<file path="src/rtl/wdc_pkg.sv">
// Shared definitions for the watchdog block: register addresses and the
// mapping from a divided select code to its prescaler tap width.
package wdc_pkg;

    localparam int DATA_W   = 8;
    localparam int NUM_TAPS = 7;

    typedef enum logic [1:0] {
        ADDR_CTRL = 2'd0,
        ADDR_CNT  = 2'd1,
        ADDR_MODE = 2'd2
    } wdc_addr_e;

    // Number of low prescaler bits that must wrap for tap index idx.
    function automatic int tap_shift(input int idx);
        case (idx)
            0:       return 6;
            1:       return 7;
            2:       return 8;
            3:       return 9;
            4:       return 10;
            5:       return 11;
            default: return 13;
        endcase
    endfunction

endpackage

</file>
<file path="src/rtl/wdc_prescaler.sv">
// Free-running prescaler. Assumes PRE_W covers the widest tap.
// Every tap gives a one-cycle enable on the cycle before its low bits wrap
// to zero, so tap i pulses once every 2**tap_shift(i) cycles.
module wdc_prescaler #(
    parameter int PRE_W = 13
) (
    input  logic                          clk,
    input  logic                          rst_n,
    output logic [wdc_pkg::NUM_TAPS-1:0]  tap_o
);
    logic [PRE_W-1:0] pre_q;

    // Purpose: advance the free-running prescale count.
    always_ff @(posedge clk) begin
        if (!rst_n) pre_q <= '0;
        else        pre_q <= pre_q + 1'b1;
    end

    for (genvar i = 0; i < wdc_pkg::NUM_TAPS; i++) begin : g_tap
        localparam int SHIFT = wdc_pkg::tap_shift(i);
        assign tap_o[i] = &pre_q[SHIFT-1:0];
    end
endmodule

</file>
<file path="src/rtl/wdc_osc_sync.sv">
// Brings the slow oscillator tick into the clk domain through two flops.
// It then turns each rising edge into a single-cycle enable.
// Assumes the oscillator pulse lasts at least one clk period.
module wdc_osc_sync #(
    parameter int SYNC_STAGES = 2
) (
    input  logic clk,
    input  logic rst_n,
    input  logic osc_i,
    output logic pulse_o
);
    localparam int CHAIN_W = SYNC_STAGES + 1;
    logic [CHAIN_W-1:0] chain_q;

    // Purpose: shift the raw tick through the synchronizer and edge stage.
    always_ff @(posedge clk) begin
        if (!rst_n) chain_q <= '0;
        else        chain_q <= {chain_q[CHAIN_W-2:0], osc_i};
    end

    assign pulse_o = chain_q[CHAIN_W-2] & ~chain_q[CHAIN_W-1];
endmodule

</file>
<file path="src/rtl/wdc_tick_sel.sv">
// Picks the counter's count enable from the select field. Bit 3 low picks
// the oscillator tick, code 1111 picks every cycle, and the rest pick a tap.
module wdc_tick_sel (
    input  logic [3:0]                    sel_i,
    input  logic [wdc_pkg::NUM_TAPS-1:0]  tap_i,
    input  logic                          osc_pulse_i,
    output logic                          tick_o
);
    // Purpose: decode the select code into a single enable.
    always_comb begin
        if (!sel_i[3]) begin
            tick_o = osc_pulse_i;
        end else begin
            case (sel_i[2:0])
                3'd0:    tick_o = tap_i[0];
                3'd1:    tick_o = tap_i[1];
                3'd2:    tick_o = tap_i[2];
                3'd3:    tick_o = tap_i[3];
                3'd4:    tick_o = tap_i[4];
                3'd5:    tick_o = tap_i[5];
                3'd6:    tick_o = tap_i[6];
                default: tick_o = 1'b1;
            endcase
        end
    end
endmodule

</file>
<file path="src/rtl/wdc_counter.sv">
// Holds the watchdog count, the sticky flag, the write-enable bit and the
// reset pulse. A bus write beats a tick. The flag is set on the wrap edge,
// and setting wins over a clear on the same edge.
module wdc_counter #(
    parameter int CNT_W = 8
) (
    input  logic                        clk,
    input  logic                        rst_n,
    input  logic                        tick_i,
    input  logic                        cnt_wr_i,
    input  logic                        ctrl_wr_i,
    input  logic [wdc_pkg::DATA_W-1:0]  wdata_i,
    output logic [CNT_W-1:0]            cnt_o,
    output logic                        flag_o,
    output logic                        wen_o,
    output logic                        rst_pulse_o
);
    localparam logic [CNT_W-1:0] CNT_MAX = '1;

    logic overflow;
    logic clear_req;

    assign overflow  = tick_i && !cnt_wr_i && (cnt_o == CNT_MAX);
    assign clear_req = ctrl_wr_i && wen_o && (wdata_i[1:0] == 2'b00);

    // Purpose: load or advance the watchdog count.
    always_ff @(posedge clk) begin
        if (!rst_n)        cnt_o <= '0;
        else if (cnt_wr_i) cnt_o <= wdata_i[CNT_W-1:0];
        else if (tick_i)   cnt_o <= cnt_o + 1'b1;
    end

    // Purpose: keep the sticky flag, setting it on overflow ahead of a clear.
    always_ff @(posedge clk) begin
        if (!rst_n)         flag_o <= 1'b0;
        else if (overflow)  flag_o <= 1'b1;
        else if (clear_req) flag_o <= 1'b0;
    end

    // Purpose: store the write-enable bit from each control write.
    always_ff @(posedge clk) begin
        if (!rst_n)         wen_o <= 1'b0;
        else if (ctrl_wr_i) wen_o <= wdata_i[7];
    end

    // Purpose: drive the one-cycle internal reset pulse after a wrap.
    always_ff @(posedge clk) begin
        if (!rst_n) rst_pulse_o <= 1'b0;
        else        rst_pulse_o <= overflow;
    end
endmodule

</file>
<file path="src/rtl/watchdog_clksel.sv">
// Top of the watchdog: the mode register, address decode, the read mux and
// the submodules. Reads are combinational from the addressed register.
module watchdog_clksel #(
    parameter int PRE_W       = 13,
    parameter int SYNC_STAGES = 2
) (
    input  logic       clk,
    input  logic       rst_n,
    input  logic       osc_tick_i,
    input  logic [1:0] bus_addr_i,
    input  logic       bus_wr_i,
    input  logic [7:0] bus_wdata_i,
    output logic [7:0] bus_rdata_o,
    output logic       wdt_reset_o
);
    import wdc_pkg::*;

    localparam int CNT_W = DATA_W;

    logic [3:0]          sel_q;
    logic [NUM_TAPS-1:0] taps;
    logic                osc_pulse;
    logic                tick;
    logic [CNT_W-1:0]    cnt_q;
    logic                flag_q;
    logic                we_q;
    logic                cnt_wr;
    logic                ctrl_wr;
    logic                mode_wr;

    assign cnt_wr  = bus_wr_i && (bus_addr_i == ADDR_CNT);
    assign ctrl_wr = bus_wr_i && (bus_addr_i == ADDR_CTRL);
    assign mode_wr = bus_wr_i && (bus_addr_i == ADDR_MODE);

    // Purpose: hold the select field; the reserved bits are not stored.
    always_ff @(posedge clk) begin
        if (!rst_n)       sel_q <= 4'hF;
        else if (mode_wr) sel_q <= bus_wdata_i[3:0];
    end

    wdc_prescaler #(.PRE_W(PRE_W)) u_pre (
        .clk   (clk),
        .rst_n (rst_n),
        .tap_o (taps)
    );

    wdc_osc_sync #(.SYNC_STAGES(SYNC_STAGES)) u_sync (
        .clk     (clk),
        .rst_n   (rst_n),
        .osc_i   (osc_tick_i),
        .pulse_o (osc_pulse)
    );

    wdc_tick_sel u_sel (
        .sel_i       (sel_q),
        .tap_i       (taps),
        .osc_pulse_i (osc_pulse),
        .tick_o      (tick)
    );

    wdc_counter #(.CNT_W(CNT_W)) u_cnt (
        .clk         (clk),
        .rst_n       (rst_n),
        .tick_i      (tick),
        .cnt_wr_i    (cnt_wr),
        .ctrl_wr_i   (ctrl_wr),
        .wdata_i     (bus_wdata_i),
        .cnt_o       (cnt_q),
        .flag_o      (flag_q),
        .wen_o       (we_q),
        .rst_pulse_o (wdt_reset_o)
    );

    // Purpose: return the addressed register on the read bus.
    always_comb begin
        case (bus_addr_i)
            ADDR_CTRL: bus_rdata_o = {we_q, 6'b111111, flag_q};
            ADDR_CNT:  bus_rdata_o = cnt_q;
            ADDR_MODE: bus_rdata_o = {4'hF, sel_q};
            default:   bus_rdata_o = 8'h00;
        endcase
    end
endmodule

</file>
<file path="config.mk">
export PLATFORM = sky130hd
export DESIGN_NAME = watchdog_clksel
export DESIGN_NICKNAME = d
export VERILOG_FILES = /design/src/rtl/wdc_pkg.sv /design/src/rtl/wdc_prescaler.sv /design/src/rtl/wdc_osc_sync.sv /design/src/rtl/wdc_tick_sel.sv /design/src/rtl/wdc_counter.sv /design/src/rtl/watchdog_clksel.sv
export SDC_FILE = /design/constraint.sdc
export NUM_CORES = 1
export LEC_CHECK = 0
export BUFFER_PORTS_ARGS = -buffer_cell sky130_fd_sc_hd__buf_4
export CAP_MARGIN = 30
export CORE_ASPECT_RATIO = 2
export CORE_MARGIN = 2
export CORE_UTILIZATION = 59
export CTS_BUF_LIST = sky130_fd_sc_hd__clkbuf_4 sky130_fd_sc_hd__clkbuf_8
export CTS_CLUSTER_SIZE = 30
export DETAILED_ROUTE_END_ITERATION = 10
export PLACE_DENSITY = 0.84
export RECOVER_POWER = 100
export SETUP_SLACK_MARGIN = 0.1
export SLEW_MARGIN = 20
export SYNTH_ARGS = -nofsm -noshare
export SYNTH_HDL_FRONTEND = slang
export SYNTH_SLANG_ARGS = --single-unit
</file>
<file path="constraint.sdc">
create_clock -name clk -period 3.3 [get_ports clk]
set_input_delay 0.165 -clock clk [delete_from_list [all_inputs] [get_ports clk]]
set_output_delay 0.165 -clock clk [all_outputs]
set_load 0.02 [all_outputs]
</file>
* Word-level counts from Yosys, hierarchy flattened
Cells that the tools add are included.
** Word-level totals
- Flip-flop bits (word level) :: 31
- Input port bits :: 14
- Output and inout bits :: 9
- Logic and storage cells :: 47
** Operators by class
- Add/sub/neg operators :: 2
- Eq/ne operators :: 9
- Muxes and demuxes :: 7
- Bitwise operators :: 2
- Reduce and logical (&&, ||, !) cells :: 20
** Operators by type and width (count)
- 8-bit one-hot mux with 3 select lines :: 1
- 8-bit 2-to-1 mux :: 2
- 13-bit by 1-bit adder with 13-bit output (second input constant) :: 1
- 13-bit AND reduction :: 1
- 11-bit AND reduction :: 1
- 10-bit AND reduction :: 1
- 3-bit equality test (second input constant) :: 3
- 9-bit AND reduction :: 1
- 8-bit by 1-bit adder with 8-bit output (second input constant) :: 1
- 8-bit equality test (second input constant) :: 1
- 8-bit AND reduction :: 1
- 1-bit logical AND :: 7
- 1-bit one-hot mux with 7 select lines :: 1
- 7-bit AND reduction :: 1
- 3-bit by 2-bit equality test with 1-bit output (second input constant) :: 2
- 6-bit AND reduction :: 1
- 2-bit logical NOT :: 2
- 2-bit nonzero test :: 2
- 3-bit by 1-bit equality test with 1-bit output (second input constant) :: 1
- 3-bit logical NOT :: 1
- 1-bit 2-to-1 mux :: 3
- 2-bit by 1-bit equality test with 1-bit output (second input constant) :: 1
- 2-bit equality test (second input constant) :: 1
- 1-bit AND :: 1
- other kinds (2) :: 2

* Depth between registers and ports, before layout
Gate-level depths: netlist (run 1).
- Depth in word-level cells :: 6
- Mapped depth :: 9
- Gate-level depth less buffers :: 9

* Modules after synthesis
From an unflattened synthesis (run 1), not the netlist that was laid out.
** Unflattened totals
- Cell total of the unflattened synthesis :: 184
- Area, all modules :: 1640.3 um2
** By module, submodules not included
- wdc_counter :: instances 1, cells an instance 68, area an instance 580.6 um2, seq. area each 220.2 um2
- wdc_prescaler :: instances 1, cells an instance 63, area an instance 570.5 um2, seq. area each 260.2 um2
- watchdog_clksel :: instances 1, cells an instance 39, area an instance 326.6 um2, seq. area each 80.1 um2
- wdc_osc_sync :: instances 1, cells an instance 7, area an instance 92.6 um2, seq. area each 60.1 um2
- wdc_tick_sel :: instances 1, cells an instance 7, area an instance 70.1 um2, seq. area each 0.0 um2

* Least setup slack after synthesis (run 1)
OpenSTA, ideal clock, no wires.
- Path kind :: reg-to-reg
- From :: register u_pre.pre_q[0]
- To :: register u_cnt.cnt_o[2]
- Arrival :: 2.317 ns
- Slack :: 0.866 ns
- Stages on the path, launching flop included :: 10
- Buffers on the path :: 0
- Period minus slack after synthesis :: 2.434 ns
- Cells stage by stage :: dfxtp_1 -> ha_1 -> and4_4 -> nand4_4 -> inv_1 -> ha_1 -> o211ai_1 -> o311ai_4 -> or4_2 -> o2111a_1
** Between the ends
- Cells in the longest elaborated chain, start to end :: 4
- Elaborated cells on any way between the ends :: 10
** RTL lines
- start, declared :: line wdc_prescaler.sv:11 : logic [PRE_W-1:0] pre_q;
- start signal, assigned :: line wdc_prescaler.sv:16 : else pre_q <= pre_q + 1'b1;
- 13-bit AND reduction, or another cell as far along :: line wdc_prescaler.sv:21 : assign tap_o[i] = &pre_q[SHIFT-1:0];
- 1-bit one-hot mux with 7 select lines (*) :: line wdc_tick_sel.sv:14 : case (sel_i[2:0])
- 1-bit 2-to-1 mux (*) :: line wdc_tick_sel.sv:11 : if (!sel_i[3]) begin
- 2-bit nonzero test (no source line) (*)
- end signal, assigned :: line wdc_counter.sv:29 : else if (cnt_wr_i) cnt_o <= wdata_i[CNT_W-1:0];
- end signal, assigned :: line wdc_counter.sv:30 : else if (tick_i) cnt_o <= cnt_o + 1'b1;
- end, declared :: line wdc_counter.sv:13 : output logic [CNT_W-1:0] cnt_o,
Every way passes the cells marked *; elsewhere a longest branch is shown, timed or not.
A chain may end at the register's enable or synchronous reset.

* Final worst setup path (run 1)
Ends and elaborated chain as after synthesis.

==> results of run 1 <==
==> critical path, delay by kind of cell (launching register included) <==
kind                       cells  cell delay, ps
AOI/OAI and AO/OA              3             660
adders and majority gates      2             430
DFF                            1             330
buffers and inverters          1              90
and+or+nand+nor                3            1120
==> final timing paths <==
check	slack (ps)	startpoint	end	cells after the start
max	570	u_pre.pre_q[0]$_SDFF_PN0_	u_cnt.cnt_o[2]$_SDFFE_PN0P_	9
min	90	osc_tick_i	u_sync.chain_q[0]$_SDFF_PN0_	2
max reg2reg	570	u_pre.pre_q[0]$_SDFF_PN0_	u_cnt.cnt_o[2]$_SDFFE_PN0P_	9
min reg2reg	430	u_sync.chain_q[0]$_SDFF_PN0_	u_sync.chain_q[1]$_SDFF_PN0_	1
==> registers in the layout, indices dropped and copies added, names as in the netlist <==
name	cells
u_cnt.flag_o	1
u_cnt.rst_pulse_o	1
sel_q	4
u_pre.pre_q	13
u_cnt.cnt_o	8
u_sync.chain_q	3
u_cnt.wen_o	1
==> final cells by class <==
type                       instances  area, sq um  area share, %
multi-input combinational        164         1022          53.29
sequential                        31        620.6          32.35
timing repair buffer              22        127.6          6.654
clock buffer                       6        76.32          3.979
tap                               30        37.54          1.957
inverter                           9        33.78          1.761
==> where the power goes <==
group          internal [mW]  switching [mW]
Clock                  0.148           0.134
Sequential             0.391          0.0209
Combinational         0.0480          0.0755
Total                  0.588           0.231
==> cells by family (layout without fill, tap and decap cells) <==
kind of cell,Yosys count,after routing
flops,31,31
simple gates,104,104
compound gates,47,47
mux,1,1
xor+xnor,9,9
fa+ha+maj,3,3
buf+inv,20,37
==> Yosys cell counts, types with 2 or more instances <==
cell	n	area [sq um]
sky130_fd_sc_hd__inv_1	9	33.78
sky130_fd_sc_hd__o211ai_1	5	37.54
sky130_fd_sc_hd__nand2_1	17	63.81
sky130_fd_sc_hd__o2111a_1	2	22.52
sky130_fd_sc_hd__nor3_1	8	40.04
sky130_fd_sc_hd__nand2b_1	4	25.02
sky130_fd_sc_hd__o21ai_0	11	55.05
sky130_fd_sc_hd__nand4_1	8	50.05
sky130_fd_sc_hd__a21oi_1	8	40.04
sky130_fd_sc_hd__dfxtp_1	31	620.6
sky130_fd_sc_hd__and3_1	3	18.77
sky130_fd_sc_hd__o21ai_1	2	10.01
sky130_fd_sc_hd__a31oi_1	2	12.51
sky130_fd_sc_hd__nor2_1	6	22.52
sky130_fd_sc_hd__clkbuf_1	8	30.03
sky130_fd_sc_hd__a41oi_1	2	17.52
sky130_fd_sc_hd__xor2_1	3	26.28
sky130_fd_sc_hd__nor4_1	3	18.77
sky130_fd_sc_hd__buf_2	2	10.01
sky130_fd_sc_hd__ha_1	3	37.54
sky130_fd_sc_hd__a21boi_0	2	15.01
sky130_fd_sc_hd__nand3_1	23	115.1
sky130_fd_sc_hd__nor2b_1	5	31.28
sky130_fd_sc_hd__xnor2_1	6	52.55
sky130_fd_sc_hd__and2_1	17	106.4
==> per-layer routing <==
metal | GRT usage [%] | up-vias | share of wire (%)
li1 | - | 820 | -
met1 | 29.18 | 797 | 35
met2 | 52.15 | 65 | 55
met3 | 5.333 | 27 | 4.9
met4 | 14.69 | 0 | 5.0
met5 | 0 | - | 0
==> per-stage QoR <==
| step | hold slack [ps] | cell area [sq um] | utilization [%] | power (mW) | instances |
|---|---|---|---|---|---|
| after floorplan | 292.3 | 1759 | - | 0.5051 | 215 |
| after global placement | 373.0 | 1918 | 65.96 | 0.5506 | 256 |
| after detailed placement | 379.0 | 1918 | 65.96 | 0.5531 | 256 |
| after CTS | 84.84 | 1994 | 68.59 | 0.8332 | 262 |
| after global routing | 92.90 | 1918 | 65.96 | 0.8449 | 262 |
| final | 85.58 | 1918 | 65.96 | 0.8181 | 262 |
==> summary.txt, run 1 <==
====================================================================================================
Status ................................................................................ finished clean
Quantity of gates resized following cts ...............................................            0
Slew @ Worst Pin ......................................................................      1278 ps
H-tree levels .........................................................................            2
Largest net degree at the start of global routing .....................................           37
Most common cell after layout, fill and taps aside .................................... sky130_fd_sc_hd__dfxtp_1
Number of standard cells after synthesis ..............................................          215
Endpoints failing hold ................................................................            0
Sum of overflow across all layers after global routing ................................            0
Final worst path period share .........................................................       82.63%
IO Port Bufs ..........................................................................           22
Post-route worst setup slack ..........................................................     573.1 ps
Compound-cell area share of the yosys netlist .........................................       19.63%
Insertion delay to the later sink of the worst-skew pair ..............................       290 ps
Final min period ......................................................................      2727 ps
Arrival time worst endpoint ...........................................................      2910 ps
Distinct cell type count of the synthesized netlist ...................................           50
Number of hold buffers added after CTS ................................................            0
Overall routed net length .............................................................     4.415 mm
Placeable core region ................................................................. 0.002908 sq mm
Sequential element share of the synthesized area ......................................       35.28%
Count of warnings emitted by yosys ....................................................            0
IO Pins ...............................................................................           23
Width of the die ......................................................................     42.61 um
Fraction of synthesis flops using an asynchronous set or reset pin ....................           0%
Via count of the first global-routing pass ............................................         1565
Number of buffers added by the clock tree synthesis step ..............................            5
Cell area power density ............................................................... 426.5 mW/mm^2
Cell mode on critical path ............................................................ sky130_fd_sc_hd__ha_1
Clock tree from TritonCTS .............................................................        built
Main combinational cell family by area after synthesis ................................ simple AND/OR/NAND/NOR gates
Clock-pin slew reported for the worst setup and hold paths after clock tree synthesis .        60 ps
Number of nets in the finished design .................................................          250
Max transition margin .................................................................       14.80%
Setup repair after global routing missed its margin ...................................           no
Number of DRC violations after detailed-routing iteration 0 ...........................          101
Die footprint ......................................................................... 0.003461 sq mm
Via total after detailed routing ......................................................         1709
DP HPWL ...............................................................................     3.109 mm
Worst vdd ir ..........................................................................  0.0002882 V
Count of state elements after synthesis ...............................................           31
Area Growth Syn to Fin ................................................................       9.033%
Nets in the synthesized netlist .......................................................          232
Starting utilization of the core area .................................................       60.50%
Xor-xnor portion of the synthesized cell area .........................................       4.481%
Fraction of the mapped netlist area in adder cells ....................................       2.134%
Clock sink count ......................................................................           31
Worst Hold Class ......................................................................    in -> reg
Worst-path maximum fanout .............................................................            9
First-pass GRT wire length ............................................................     7.348 mm
Buffers inserted during post-CTS setup optimization ...................................            0
Max Buffers Root-to-Sink ..............................................................            2
Max Transition Viols Final ............................................................            0
GRT Resource Usage Total ..............................................................       28.19%
CP cell instances ..................................................................... ha_1, and4_1, nand4_1, inv_1, ha_1, o211ai_1, o311ai_1, or4_2, o2111a_1
Count of max-cap constraint violations ................................................            0
Top flip-flop cell by instance count after synthesis .................................. sky130_fd_sc_hd__dfxtp_1
Share of final-layout standard cells stronger than drive strength 1 ...................       9.914%
Setup TNS .............................................................................         0 ps
DR DRC count ..........................................................................            0
Post-synthesis instance area .......................................................... 0.001759 sq mm
Worst setup EP type ...................................................................         flop
Weighted congestion reported at the end of routability-driven placement ...............       0.9725
Drt wl/cell ...........................................................................     16.85 um
Antenna viol nets, final ..............................................................            0
Fillcell total ........................................................................          272
Clock Skews ...........................................................................     6.628 ps
Leakage Power .........................................................................    0.7338 nW
Critical path class ...................................................................   reg -> reg
Post-synth EDFFs ......................................................................            0
Root cell of the clock tree ........................................................... sky130_fd_sc_hd__clkbuf_8
Synthesized area per cell .............................................................  8.182 sq um
Initial antenna violation count .......................................................            0
Fraction of synthesized area in multiplexers ..........................................      0.5690%
Critical-path cell with the highest stage delay ....................................... sky130_fd_sc_hd__or4_2
# diodes ..............................................................................            0
Commonest non-fill, non-tap cells in the layout ....................................... sky130_fd_sc_hd__dfxtp_1 (31), sky130_fd_sc_hd__nand3_1 (23), sky130_fd_sc_hd__nand2_1 (17)
Share of synthesized cell area in and, or, nand and nor gates .........................       33.50%
Fmax ..................................................................................    366.7 MHz
DP Worst Slack ........................................................................     725.1 ps
Worst Path Required ...................................................................      3480 ps
Row cnt ...............................................................................           28
Setup violation total in the final timing report ......................................            0
Height of the die .....................................................................     81.22 um
Longest individual stage delay on the worst path ......................................       680 ps
DR vias/cell ..........................................................................        6.523
Critical path startpoint category .....................................................         flop
Drt pass-1 iters ......................................................................            4
====================================================================================================
Note: power is estimated with default switching activity, not from simulation.
==> run 2, diff against run 1 <==
--- a/config.mk
+++ b/config.mk
@@ -9,11 +9,11 @@
 export CAP_MARGIN = 30
 export CORE_ASPECT_RATIO = 2
 export CORE_MARGIN = 2
-export CORE_UTILIZATION = 59
+export CORE_UTILIZATION = 54
 export CTS_BUF_LIST = sky130_fd_sc_hd__clkbuf_4 sky130_fd_sc_hd__clkbuf_8
 export CTS_CLUSTER_SIZE = 30
 export DETAILED_ROUTE_END_ITERATION = 10
-export PLACE_DENSITY = 0.84
+export PLACE_DENSITY = 0.81
 export RECOVER_POWER = 100
 export SETUP_SLACK_MARGIN = 0.1
 export SLEW_MARGIN = 20
==> constraint.sdc (replaced) <==
create_clock -name clk -period 2.4 [get_ports clk]
set_input_delay 0.12 -clock clk [delete_from_list [all_inputs] [get_ports clk]]
set_output_delay 0.12 -clock clk [all_outputs]
set_load 0.02 [all_outputs]
==> summary.txt, run 2 (synthesis gave the netlist of run 1 again) <==
====================================================================================================
Multi-input gate area in the final layout ............................................. 0.001072 sq mm   +4.9%
Overall routed net length .............................................................     4.336 mm   -1.8%
Row cnt ...............................................................................           29   +3.6%
Total cell area at the placement stage ................................................ 0.001954 sq mm   +1.9%
Final min period ......................................................................      2167 ps   -560.1 ps
Die footprint ......................................................................... 0.003758 sq mm   +8.6%
Post-route worst setup slack ..........................................................     233.2 ps   -339.9 ps
Clock-pin slew reported for the worst setup and hold paths after clock tree synthesis .        70 ps   about the same
Max Transition Viols Final ............................................................            0   unchanged
Starting utilization of the core area .................................................       55.73%   -4.8 points
Via total after detailed routing ......................................................         1734   +1.5%
Height of the die .....................................................................     84.72 um   +4.3%
Slew @ Worst Pin ......................................................................      1303 ps   +24.73 ps
Buffers inserted during post-CTS setup optimization ...................................            0   unchanged
IO Pins ...............................................................................           23   unchanged
Seq. cell area ........................................................................  624.3 sq um   +0.60%
Net switching power ...................................................................     331.3 uW   +44%
Setup TNS .............................................................................         0 ps   unchanged
Critical path class ...................................................................   reg -> reg
Arrival time worst endpoint ...........................................................      2350 ps   -560 ps
Number of hold buffers added after CTS ................................................            0   unchanged
Timing startpoint of the critical path ................................................ u_pre.pre_q[0]$_SDFF_PN0_
Sum of overflow across all layers after global routing ................................            0   unchanged
Final worst path period share .........................................................       90.28%   +7.6 points
Clock Skews ...........................................................................     7.560 ps   +0.9316 ps
Top Registers ......................................................................... u_pre.pre_q x13, u_cnt.cnt_o x8, sel_q x4
Insertion delay to the later sink of the worst-skew pair ..............................       290 ps   about the same
H-tree levels .........................................................................            2   unchanged
Setup violation total in the final timing report ......................................            0   unchanged
First-pass GRT wire length ............................................................     7.424 mm   +1.0%
Worst Hold Class ......................................................................    in -> reg
Drt pass-1 iters ......................................................................            4   unchanged
Drt wl/cell ...........................................................................     16.12 um   -4.3%
Worst setup EP type ...................................................................         flop
Count of max-cap constraint violations ................................................            0   unchanged
DR DRC count ..........................................................................            0   unchanged
Switching power as a share of total power .............................................       28.38%   +0.20 points
Number of nets in the finished design .................................................          254   +1.6%
Worst vdd ir ..........................................................................  0.0004089 V   +42%
Critical path startpoint category .....................................................         flop
Launch point of the worst reg-to-reg path ............................................. u_pre.pre_q[0]$_SDFF_PN0_
GRT Resource Usage Total ..............................................................       26.28%   -1.9 points
Startpoint of the lowest-slack hold path ..............................................   osc_tick_i
Commonest non-fill, non-tap cells in the layout ....................................... sky130_fd_sc_hd__dfxtp_1 (30), sky130_fd_sc_hd__nand3_1 (23), sky130_fd_sc_hd__nand2_1 (17)
IO Port Bufs ..........................................................................           22   unchanged
Combinational share of power ..........................................................        15.2%   about the same
Max Buffers Root-to-Sink ..............................................................            2   unchanged
Reg power frac ........................................................................        48.7%   -1.7 points
Endpoints failing hold ................................................................            0   unchanged
Max FFs per register ..................................................................           13   unchanged
Initial antenna violation count .......................................................            0   unchanged
Width of the die ......................................................................     44.36 um   +4.1%
Number of buffers added by the clock tree synthesis step ..............................            5   unchanged
Via count of the first global-routing pass ............................................         1630   +4.2%
Largest net degree at the start of global routing .....................................           37   unchanged
Leakage Power .........................................................................    0.7866 nW   +7.2%
DP HPWL ...............................................................................     3.215 mm   +3.4%
Area Growth Syn to Fin ................................................................       14.22%
Worst Path Required ...................................................................      2580 ps   -900 ps
Worst-path maximum fanout .............................................................            4   -5
Cell area power density ............................................................... 581.0 mW/mm^2   +36%
P_int .................................................................................     836.1 uW   +42%
Number of DRC violations after detailed-routing iteration 0 ...........................           35   -65%
Placeable core region ................................................................. 0.003157 sq mm   +8.6%
Clock sink count ......................................................................           31   unchanged
# diodes ..............................................................................            0   unchanged
Status ................................................................................ finished clean
Max transition margin .................................................................       13.15%   -1.6 points
DR vias/cell ..........................................................................        6.446   -1.2%
Clock tree from TritonCTS .............................................................        built
DP Worst Slack ........................................................................     119.7 ps   -605.4 ps
Most common cell after layout, fill and taps aside .................................... sky130_fd_sc_hd__dfxtp_1
Root cell of the clock tree ........................................................... sky130_fd_sc_hd__clkbuf_8
Final Hold Slack ......................................................................     43.60 ps   -41.98 ps
Post-route cell area .................................................................. 0.002009 sq mm   +4.8%
Weighted congestion reported at the end of routability-driven placement ...............       0.8842   -9.1%
Setup repair after global routing missed its margin ...................................           no
Clock power share .....................................................................        36.1%   +1.6 points
Register containing the most flip-flops in the final layout ...........................  u_pre.pre_q
Slack of the worst reg-to-reg path ....................................................       230 ps   -340 ps
Fillcell total ........................................................................          297   +9.2%
Fmax ..................................................................................    461.5 MHz   +26%
Share of final-layout standard cells stronger than drive strength 1 ...................       13.87%   +4.0 points
Antenna viol nets, final ..............................................................            0   unchanged
====================================================================================================
## run 2: critical path, stage by stage (launching register included)
cell                       delay [ps]
sky130_fd_sc_hd__dfxtp_4          360
sky130_fd_sc_hd__ha_4             160
sky130_fd_sc_hd__and4_4           160
sky130_fd_sc_hd__nand4_4           90
sky130_fd_sc_hd__inv_1             50
sky130_fd_sc_hd__ha_1             170
sky130_fd_sc_hd__o211ai_1         290
sky130_fd_sc_hd__o311ai_4         160
sky130_fd_sc_hd__or4_4            490
sky130_fd_sc_hd__o2111a_1         130
## run 2: final cells by class
type                            count  share of cell area [%]
Multi-Input combinational cell    164                   53.36
Sequential cell                    31                   31.07
Timing Repair Buffer               26                   7.534
Clock buffer                        7                   4.172
Tap cell                           31                   1.930
Inverter                            9                   1.681
Clock inverter                      1                  0.2491
## run 2: stage by stage
stage / utilization (%) / cells / total power [mW]
after floorplan: - / 215 / 0.6958
after CTS: 64.72 / 269 / 1.182
final: 63.65 / 269 / 1.167
after global placement: 61.91 / 261 / 0.7642
after detailed placement: 61.91 / 261 / 0.7672
after global routing: 63.65 / 269 / 1.221
## run 2: layer usage
metal  up-vias  track usage, %  part of all wire [%]
met5         -               0                     0
met4         0           16.53                   5.0
met3        18           5.591                   5.0
met2        62           47.06                    55
met1       830           25.37                    35
li1        824               -                     -
## run 2: path summary, 6_finish.rpt
kind | cells after the start | to
max reg2reg | 9 | u_cnt.cnt_o[2]$_SDFFE_PN0P_
min reg2reg | 1 | u_sync.chain_q[1]$_SDFF_PN0_
min | 2 | u_sync.chain_q[0]$_SDFF_PN0_
max | 9 | u_cnt.cnt_o[2]$_SDFFE_PN0P_
## run 2: what timing repair did
| action | CTS | global route |
|---|---|---|
| resized for setup | 0 | 5 |
| hold endpoints to repair | 0 | 0 |
| setup endpoints to repair | 0 | 4 |
## run 2: power by group through the flow
stage	clock, mW	combinational (mW)	sequential (mW)
floorplan	0	0.127	0.569
global placement	0	0.186	0.578
finish	0.422	0.177	0.569
detailed placement	0	0.188	0.579
CTS	0.426	0.189	0.567
global route	0.452	0.198	0.572
